<file path="config.mk">
export PLATFORM = sky130hd
export DESIGN_NAME = adc_csmode_emu
export DESIGN_NICKNAME = d
export VERILOG_FILES = /design/src/rtl/adc_emu_pkg.sv /design/src/rtl/adc_emu_sync_edge.sv /design/src/rtl/adc_emu_ctrl.sv /design/src/rtl/adc_emu_datapath.sv /design/src/rtl/adc_csmode_emu.sv
export SDC_FILE = /design/constraint.sdc
export NUM_CORES = 1
export LEC_CHECK = 0
export BUFFER_PORTS_ARGS = -buffer_cell sky130_fd_sc_hd__buf_2
export CAP_MARGIN = 5
export CELL_PAD_IN_SITES_DETAIL_PLACEMENT = 1
export CELL_PAD_IN_SITES_GLOBAL_PLACEMENT = 1
export CORE_MARGIN = 2
export CORE_UTILIZATION = 34
export DETAILED_ROUTE_END_ITERATION = 10
export GPL_TIMING_DRIVEN = 0
export PLACE_DENSITY_LB_ADDON = 0.1
export SLEW_MARGIN = 10
export SYNTH_ARGS = -nofsm -noshare
export SYNTH_HDL_FRONTEND = slang
export SYNTH_HIERARCHICAL = 1
export SYNTH_SLANG_ARGS = --single-unit
</file>
<file path="constraint.sdc">
create_clock -name clk -period 5.6 [get_ports clk]
set_clock_uncertainty 0.2 [all_clocks]
set_input_delay 1.12 -clock clk [delete_from_list [all_inputs] [get_ports clk]]
set_output_delay 1.12 -clock clk [all_outputs]
set_load 0.1 [all_outputs]
</file>
<file path="src/rtl/adc_emu_pkg.sv">
package adc_emu_pkg;

  typedef enum logic [1:0] {
    PH_IDLE = 2'd0,
    PH_CONV = 2'd1,
    PH_ACQ  = 2'd2
  } phase_t;

  typedef struct packed {
    logic latchResult;
    logic loadShift;
    logic shiftOut;
  } dp_strobe_t;

endpackage

</file>
<file path="src/rtl/adc_emu_sync_edge.sv">
module adc_emu_sync_edge #(
  parameter int STAGES = 2
) (
  input  logic clk,
  input  logic rstN,
  input  logic asyncIn,
  output logic levelOut,
  output logic riseOut,
  output logic fallOut
);

  logic [STAGES-1:0] chain;
  logic              prevLevel;

  genvar g;
  generate
    for (g = 0; g < STAGES; g++) begin : g_stage
      if (g == 0) begin : g_first
        always_ff @(posedge clk or negedge rstN) begin
          if (!rstN) chain[0] <= 1'b0;
          else       chain[0] <= asyncIn;
        end
      end else begin : g_rest
        always_ff @(posedge clk or negedge rstN) begin
          if (!rstN) chain[g] <= 1'b0;
          else       chain[g] <= chain[g-1];
        end
      end
    end
  endgenerate

  always_ff @(posedge clk or negedge rstN) begin
    if (!rstN) prevLevel <= 1'b0;
    else       prevLevel <= chain[STAGES-1];
  end

  assign levelOut = chain[STAGES-1];
  assign riseOut  = chain[STAGES-1] & ~prevLevel;
  assign fallOut  = ~chain[STAGES-1] & prevLevel;

endmodule

</file>
<file path="src/rtl/adc_emu_ctrl.sv">
module adc_emu_ctrl
  import adc_emu_pkg::*;
#(
  parameter int DATA_W = 18,
  parameter int CNT_W  = 16
) (
  input  logic             clk,
  input  logic             rstN,
  input  logic             cnvLvl,
  input  logic             cnvRise,
  input  logic             cnvFall,
  input  logic             sdiLvl,
  input  logic             sdiRise,
  input  logic             sdiFall,
  input  logic             sckFall,
  input  logic [CNT_W-1:0] convCycles,
  output dp_strobe_t       dpCtl,
  output phase_t           phase,
  output logic             reading,
  output logic             driveLow,
  output logic             protoErr,
  output logic             staleRead
);

  localparam int BIT_W = (DATA_W > 1) ? $clog2(DATA_W) : 1;
  localparam logic [BIT_W-1:0] LAST_BIT = BIT_W'(DATA_W - 1);

  logic [CNT_W-1:0] cnt;
  logic [BIT_W-1:0] bitCnt;
  logic             active;
  logic             convDone;

  assign active   = (phase != PH_IDLE) && !cnvFall;
  assign convDone = (phase == PH_CONV) && !cnvFall && (cnt <= CNT_W'(1));
  assign driveLow = (phase == PH_IDLE) && !sdiLvl && !cnvLvl;

  always_comb begin
    dpCtl             = '0;
    dpCtl.latchResult = convDone;
    dpCtl.loadShift   = active && !reading && sdiFall;
    dpCtl.shiftOut    = active && reading && !sdiRise && sckFall;
  end

  always_ff @(posedge clk or negedge rstN) begin
    if (!rstN) begin
      phase     <= PH_IDLE;
      cnt       <= '0;
      reading   <= 1'b0;
      bitCnt    <= '0;
      protoErr  <= 1'b0;
      staleRead <= 1'b0;
    end else begin
      case (phase)
        PH_IDLE: begin
          reading <= 1'b0;
          if (cnvRise && sdiLvl) begin
            phase     <= PH_CONV;
            cnt       <= (convCycles == '0) ? CNT_W'(1) : convCycles;
            protoErr  <= 1'b0;
            staleRead <= 1'b0;
          end
        end
        default: begin
          if (cnvFall) begin
            phase   <= PH_IDLE;
            reading <= 1'b0;
          end else begin
            if (reading) begin
              if (sdiRise) begin
                reading <= 1'b0;
              end else if (sckFall) begin
                if (bitCnt == LAST_BIT) reading <= 1'b0;
                else                    bitCnt  <= bitCnt + 1'b1;
              end
            end else if (sdiFall) begin
              reading <= 1'b1;
              bitCnt  <= '0;
              if (phase == PH_CONV) staleRead <= 1'b1;
            end
            if (phase == PH_CONV) begin
              if (convDone) begin
                phase <= PH_ACQ;
                if (!sdiLvl) protoErr <= 1'b1;
              end else begin
                cnt <= cnt - 1'b1;
              end
            end
          end
        end
      endcase
    end
  end

endmodule

</file>
<file path="src/rtl/adc_emu_datapath.sv">
module adc_emu_datapath
  import adc_emu_pkg::*;
#(
  parameter int DATA_W = 18
) (
  input  logic              clk,
  input  logic              rstN,
  input  dp_strobe_t        dpCtl,
  input  logic [DATA_W-1:0] sampleWord,
  output logic              msbBit
);

  logic [DATA_W-1:0] resultReg;
  logic [DATA_W-1:0] shiftReg;

  always_ff @(posedge clk or negedge rstN) begin
    if (!rstN) resultReg <= '0;
    else if (dpCtl.latchResult) resultReg <= sampleWord;
  end

  generate
    if (DATA_W > 1) begin : g_wide
      always_ff @(posedge clk or negedge rstN) begin
        if (!rstN)                shiftReg <= '0;
        else if (dpCtl.loadShift) shiftReg <= resultReg;
        else if (dpCtl.shiftOut)  shiftReg <= {shiftReg[DATA_W-2:0], 1'b0};
      end
    end else begin : g_single
      always_ff @(posedge clk or negedge rstN) begin
        if (!rstN)                shiftReg <= '0;
        else if (dpCtl.loadShift) shiftReg <= resultReg;
      end
    end
  endgenerate

  assign msbBit = shiftReg[DATA_W-1];

endmodule

</file>
<file path="src/rtl/adc_csmode_emu.sv">
module adc_csmode_emu
  import adc_emu_pkg::*;
#(
  parameter int DATA_W      = 18,
  parameter int CNT_W       = 16,
  parameter int SYNC_STAGES = 2
) (
  input  logic              clk,
  input  logic              rstN,
  input  logic              cnvIn,
  input  logic              sdiIn,
  input  logic              sckIn,
  input  logic [DATA_W-1:0] sampleWord,
  input  logic [CNT_W-1:0]  convCycles,
  output logic              sdoData,
  output logic              sdoOe,
  output logic              convBusy,
  output logic              acqIdle,
  output logic              protoErr,
  output logic              staleRead
);

  localparam int N_IN = 3;
  localparam int IDX_CNV = 0;
  localparam int IDX_SDI = 1;
  localparam int IDX_SCK = 2;

  logic [N_IN-1:0] rawIn;
  logic [N_IN-1:0] lvl;
  logic [N_IN-1:0] rise;
  logic [N_IN-1:0] fall;

  assign rawIn = {sckIn, sdiIn, cnvIn};

  genvar g;
  generate
    for (g = 0; g < N_IN; g++) begin : g_sync
      adc_emu_sync_edge #(.STAGES(SYNC_STAGES)) i_sync (
        .clk     (clk),
        .rstN    (rstN),
        .asyncIn (rawIn[g]),
        .levelOut(lvl[g]),
        .riseOut (rise[g]),
        .fallOut (fall[g])
      );
    end
  endgenerate

  dp_strobe_t dpCtl;
  phase_t     phase;
  logic       reading;
  logic       driveLow;
  logic       msbBit;

  adc_emu_ctrl #(.DATA_W(DATA_W), .CNT_W(CNT_W)) i_ctrl (
    .clk       (clk),
    .rstN      (rstN),
    .cnvLvl    (lvl[IDX_CNV]),
    .cnvRise   (rise[IDX_CNV]),
    .cnvFall   (fall[IDX_CNV]),
    .sdiLvl    (lvl[IDX_SDI]),
    .sdiRise   (rise[IDX_SDI]),
    .sdiFall   (fall[IDX_SDI]),
    .sckFall   (fall[IDX_SCK]),
    .convCycles(convCycles),
    .dpCtl     (dpCtl),
    .phase     (phase),
    .reading   (reading),
    .driveLow  (driveLow),
    .protoErr  (protoErr),
    .staleRead (staleRead)
  );

  adc_emu_datapath #(.DATA_W(DATA_W)) i_dp (
    .clk       (clk),
    .rstN      (rstN),
    .dpCtl     (dpCtl),
    .sampleWord(sampleWord),
    .msbBit    (msbBit)
  );

  assign sdoOe    = reading | driveLow;
  assign sdoData  = reading & msbBit;
  assign convBusy = (phase == PH_CONV);
  assign acqIdle  = (phase == PH_ACQ);

endmodule

</file>
==> run summary <==
For the largest net degree at the start of global routing, the log shows 58. Counting every net in the synthesized netlist gives 373. Across all setup checks in the final design, the least slack found is 1.83 ns. In this run, the combinational gates consume 34.1% of the power.

The Yosys step of the flow raised 6 warnings. Leaving out fill and tap cells, the most frequent cell in the layout is dfrtp_1. The tools report the H-tree depth as 3. The number of setup violations in the final report is 0, and the internal power summed over all cells is 1.01 mW. The area of the core region came out at 10300 µm². At the pin with the least slew margin, the transition time is 0.803 ns.

For the number of buffers added by the clock tree synthesis step, the log shows 9. The worst setup path is captured at an output pin. The per-cell via count in the routed design was 5.14; the post-synthesis area per instance was 10.9 µm². Launching element type of the critical path: a register. The worst vdd rail ir drop is 0.171 mV, and the required time of the critical path is 4.28 ns. The clock passes through at most 2 buffers. Dividing the detail-routed wire length by the instance count gives 16.4 µm.

The synthesized netlist occupies a cell area of 3590 µm². The flow ran to the end, and the final reports show no timing, DRC or antenna violations. The initial antenna violation count came out at 0.

From synthesis to final layout, the design area changed by 17.4%. At the end of routability-driven placement, the weighted congestion stood at 0.757. The wire length after detailed routing was 8640 µm; the number of global-route vias before repair was 2897. The remaining number of nets flagged by the antenna check after routing was 0; the number of port buffers was 44.

Summed over all nets, the switching power comes to 652 µW. Clock-pin slew was measured on the worst setup and hold paths at 0.08 ns. The die boundary height was 107 µm; the number of gates resized after cts was 0. The sum of negative setup slack is 0 ns. For the number of maximum-capacitance constraint violations, the log shows 0. Summed over all layers, the global routing overflow is 0.

The clock network accounts for 25.7% of the total power. Pin placement for this block handled 45 I/O pins. Cells fill 41.1% of the core in the end.

After the last flow step, the layout net total stands at 429. Counting every sink on the clock net gives 71. Initial core utilization: 35.0%. The logs give 46 for the number of violations reported at the end of detailed-routing iteration 0 and 11400 µm² for the die footprint. After detailed placement, the design holds a cell count of 511.

TritonCTS built the clock tree. The run gives 0 as the number of post-CTS setup repair buffers. The count of hold buffers inserted by post-cts repair was 0. Leaving out filler cells and counting taps, the final layout contains 527.

The tools report the number of hold-slack violations in the final timing report as 0. Measured against its own limit, the worst slew margin works out to 46.1%. The die boundary width came out at 107 µm. 0 antenna diodes ended up in the layout. The design draws 1.66 mW. The run gives 0.34 ns as the clock latency at the later pin of the worst-skew pair. Synthesized netlist cell count: 330. Detailed placement ended at an HPWL of 6310 µm.

The logs give 4010 µm² for the placement-stage cell area and 37 for the number of rows created at floorplan. The fraction of final layout cells sized beyond drive strength 1 was 26.3%. The tightest hold path in the finished design has a slack of 0.152 ns. The final route contains 2709 vias. For the number of pins exceeding their max-slew limit in the final report, the log shows 0.

The logs give 0 for the residual DRC count and 2.45 ns for the data arrival time of the worst path. For the number of detailed-routing iterations run before antenna repair, the log shows 4. Setup repair after global routing left no endpoint under its margin. The setup path with the least slack is of type reg2out.

The switching power as a share of total power works out to 39.3%. The class of the tightest hold or removal check was reg2reg. The first global-routing pass estimated 14700 µm of wire. The shortest period the worst path allows works out to 3.77 ns. Timing analysis after detailed placement gives a worst setup slack of 2.19 ns. The tools report the cell area after layout as 4220 µm².

For this run, the top clock speed supported by timing is 265 MHz. In the global route stage, overall resource usage came out at 16.5%. The total power divided by cell area is 394 nW/µm².

The static leakage came out at 1.86 nW. The library cells used most frequently in the layout, excluding fill and tap cells, are dfrtp_1, buf_2, nand2_1. Registers are responsible for 40.2% of the overall power. Clock tree synthesis selected as its root buffer the cell clkbuf_8. Of all nets on the critical path, the largest fanout is 10.

Dividing the final minimum period by the clock period gives 67.4%.
==> sequential cells by signal, indices dropped and copies added (netlist names) <==
name and cells:
g_sync.i_sync/chain 3, i_ctrl/phase 2, i_ctrl/cnt 16, i_ctrl/bitCnt 5, i_dp/shiftReg 18, i_dp/resultReg 18
i_ctrl/staleRead 1, i_ctrl/protoErr 1, i_ctrl/reading 1, g_sync.i_sync/levelOut 3, g_sync.i_sync/prevLevel 3
==> area by class of cell <==
type	count	area, µm²
clock buffer	10	138
tap	136	170
timing repair buffer	45	250
buffer	19	161
sequential	71	1780
clock inverter	6	67.6
inverter	7	26.3
fill	1176	6060
multi-input combinational	233	1630
==> routing by layer <==
| metal | GRT usage, % | up-vias | routed length, µm |
|---|---|---|---|
| met5 | 0 | - | 0 |
| met4 | 4.55 | 0 | 58 |
| met3 | 3.40 | 5 | 283 |
| met2 | 27.4 | 40 | 4220 |
| met1 | 21.8 | 1350 | 4080 |
| li1 | - | 1314 | - |
==> power by group through the flow <==
stage                     logic (mW)  registers, mW  clock network (mW)
after CTS                      0.573          0.668               0.446
final                          0.567          0.668               0.427
after detailed placement       0.572          0.679                   0
after global placement         0.562          0.675                   0
after global routing           0.628          0.684               0.468
after floorplan                0.396          0.679                   0
==> final timing paths <==
check	from	end	slack [ns]	depth (start not counted)
setup / recovery	i_ctrl/phase[1]	sdoOe	1.83	6
hold / removal	g_sync[1].i_sync/chain[0]	g_sync[1].i_sync/levelOut	0.15	0
setup reg to reg	i_ctrl/cnt[0]	i_dp/resultReg[13]	2.64	9
hold reg to reg	g_sync[1].i_sync/chain[0]	g_sync[1].i_sync/levelOut	0.15	0
max in group asynchronous	rstN	i_dp/shiftReg[17]	4.21	2
min in group asynchronous	rstN	i_ctrl/cnt[11]	0.43	1
==> worst max-delay path: stages (launching register included) <==
cell and delay, ns:
dfrtp_1 0.49, or2_2 0.33, clkbuf_1 0.18, clkbuf_1 0.31
nor3_1 0.25, or2_1 0.13, buf_2 0.41
No activity file was read; power rests on OpenSTA's default activity.
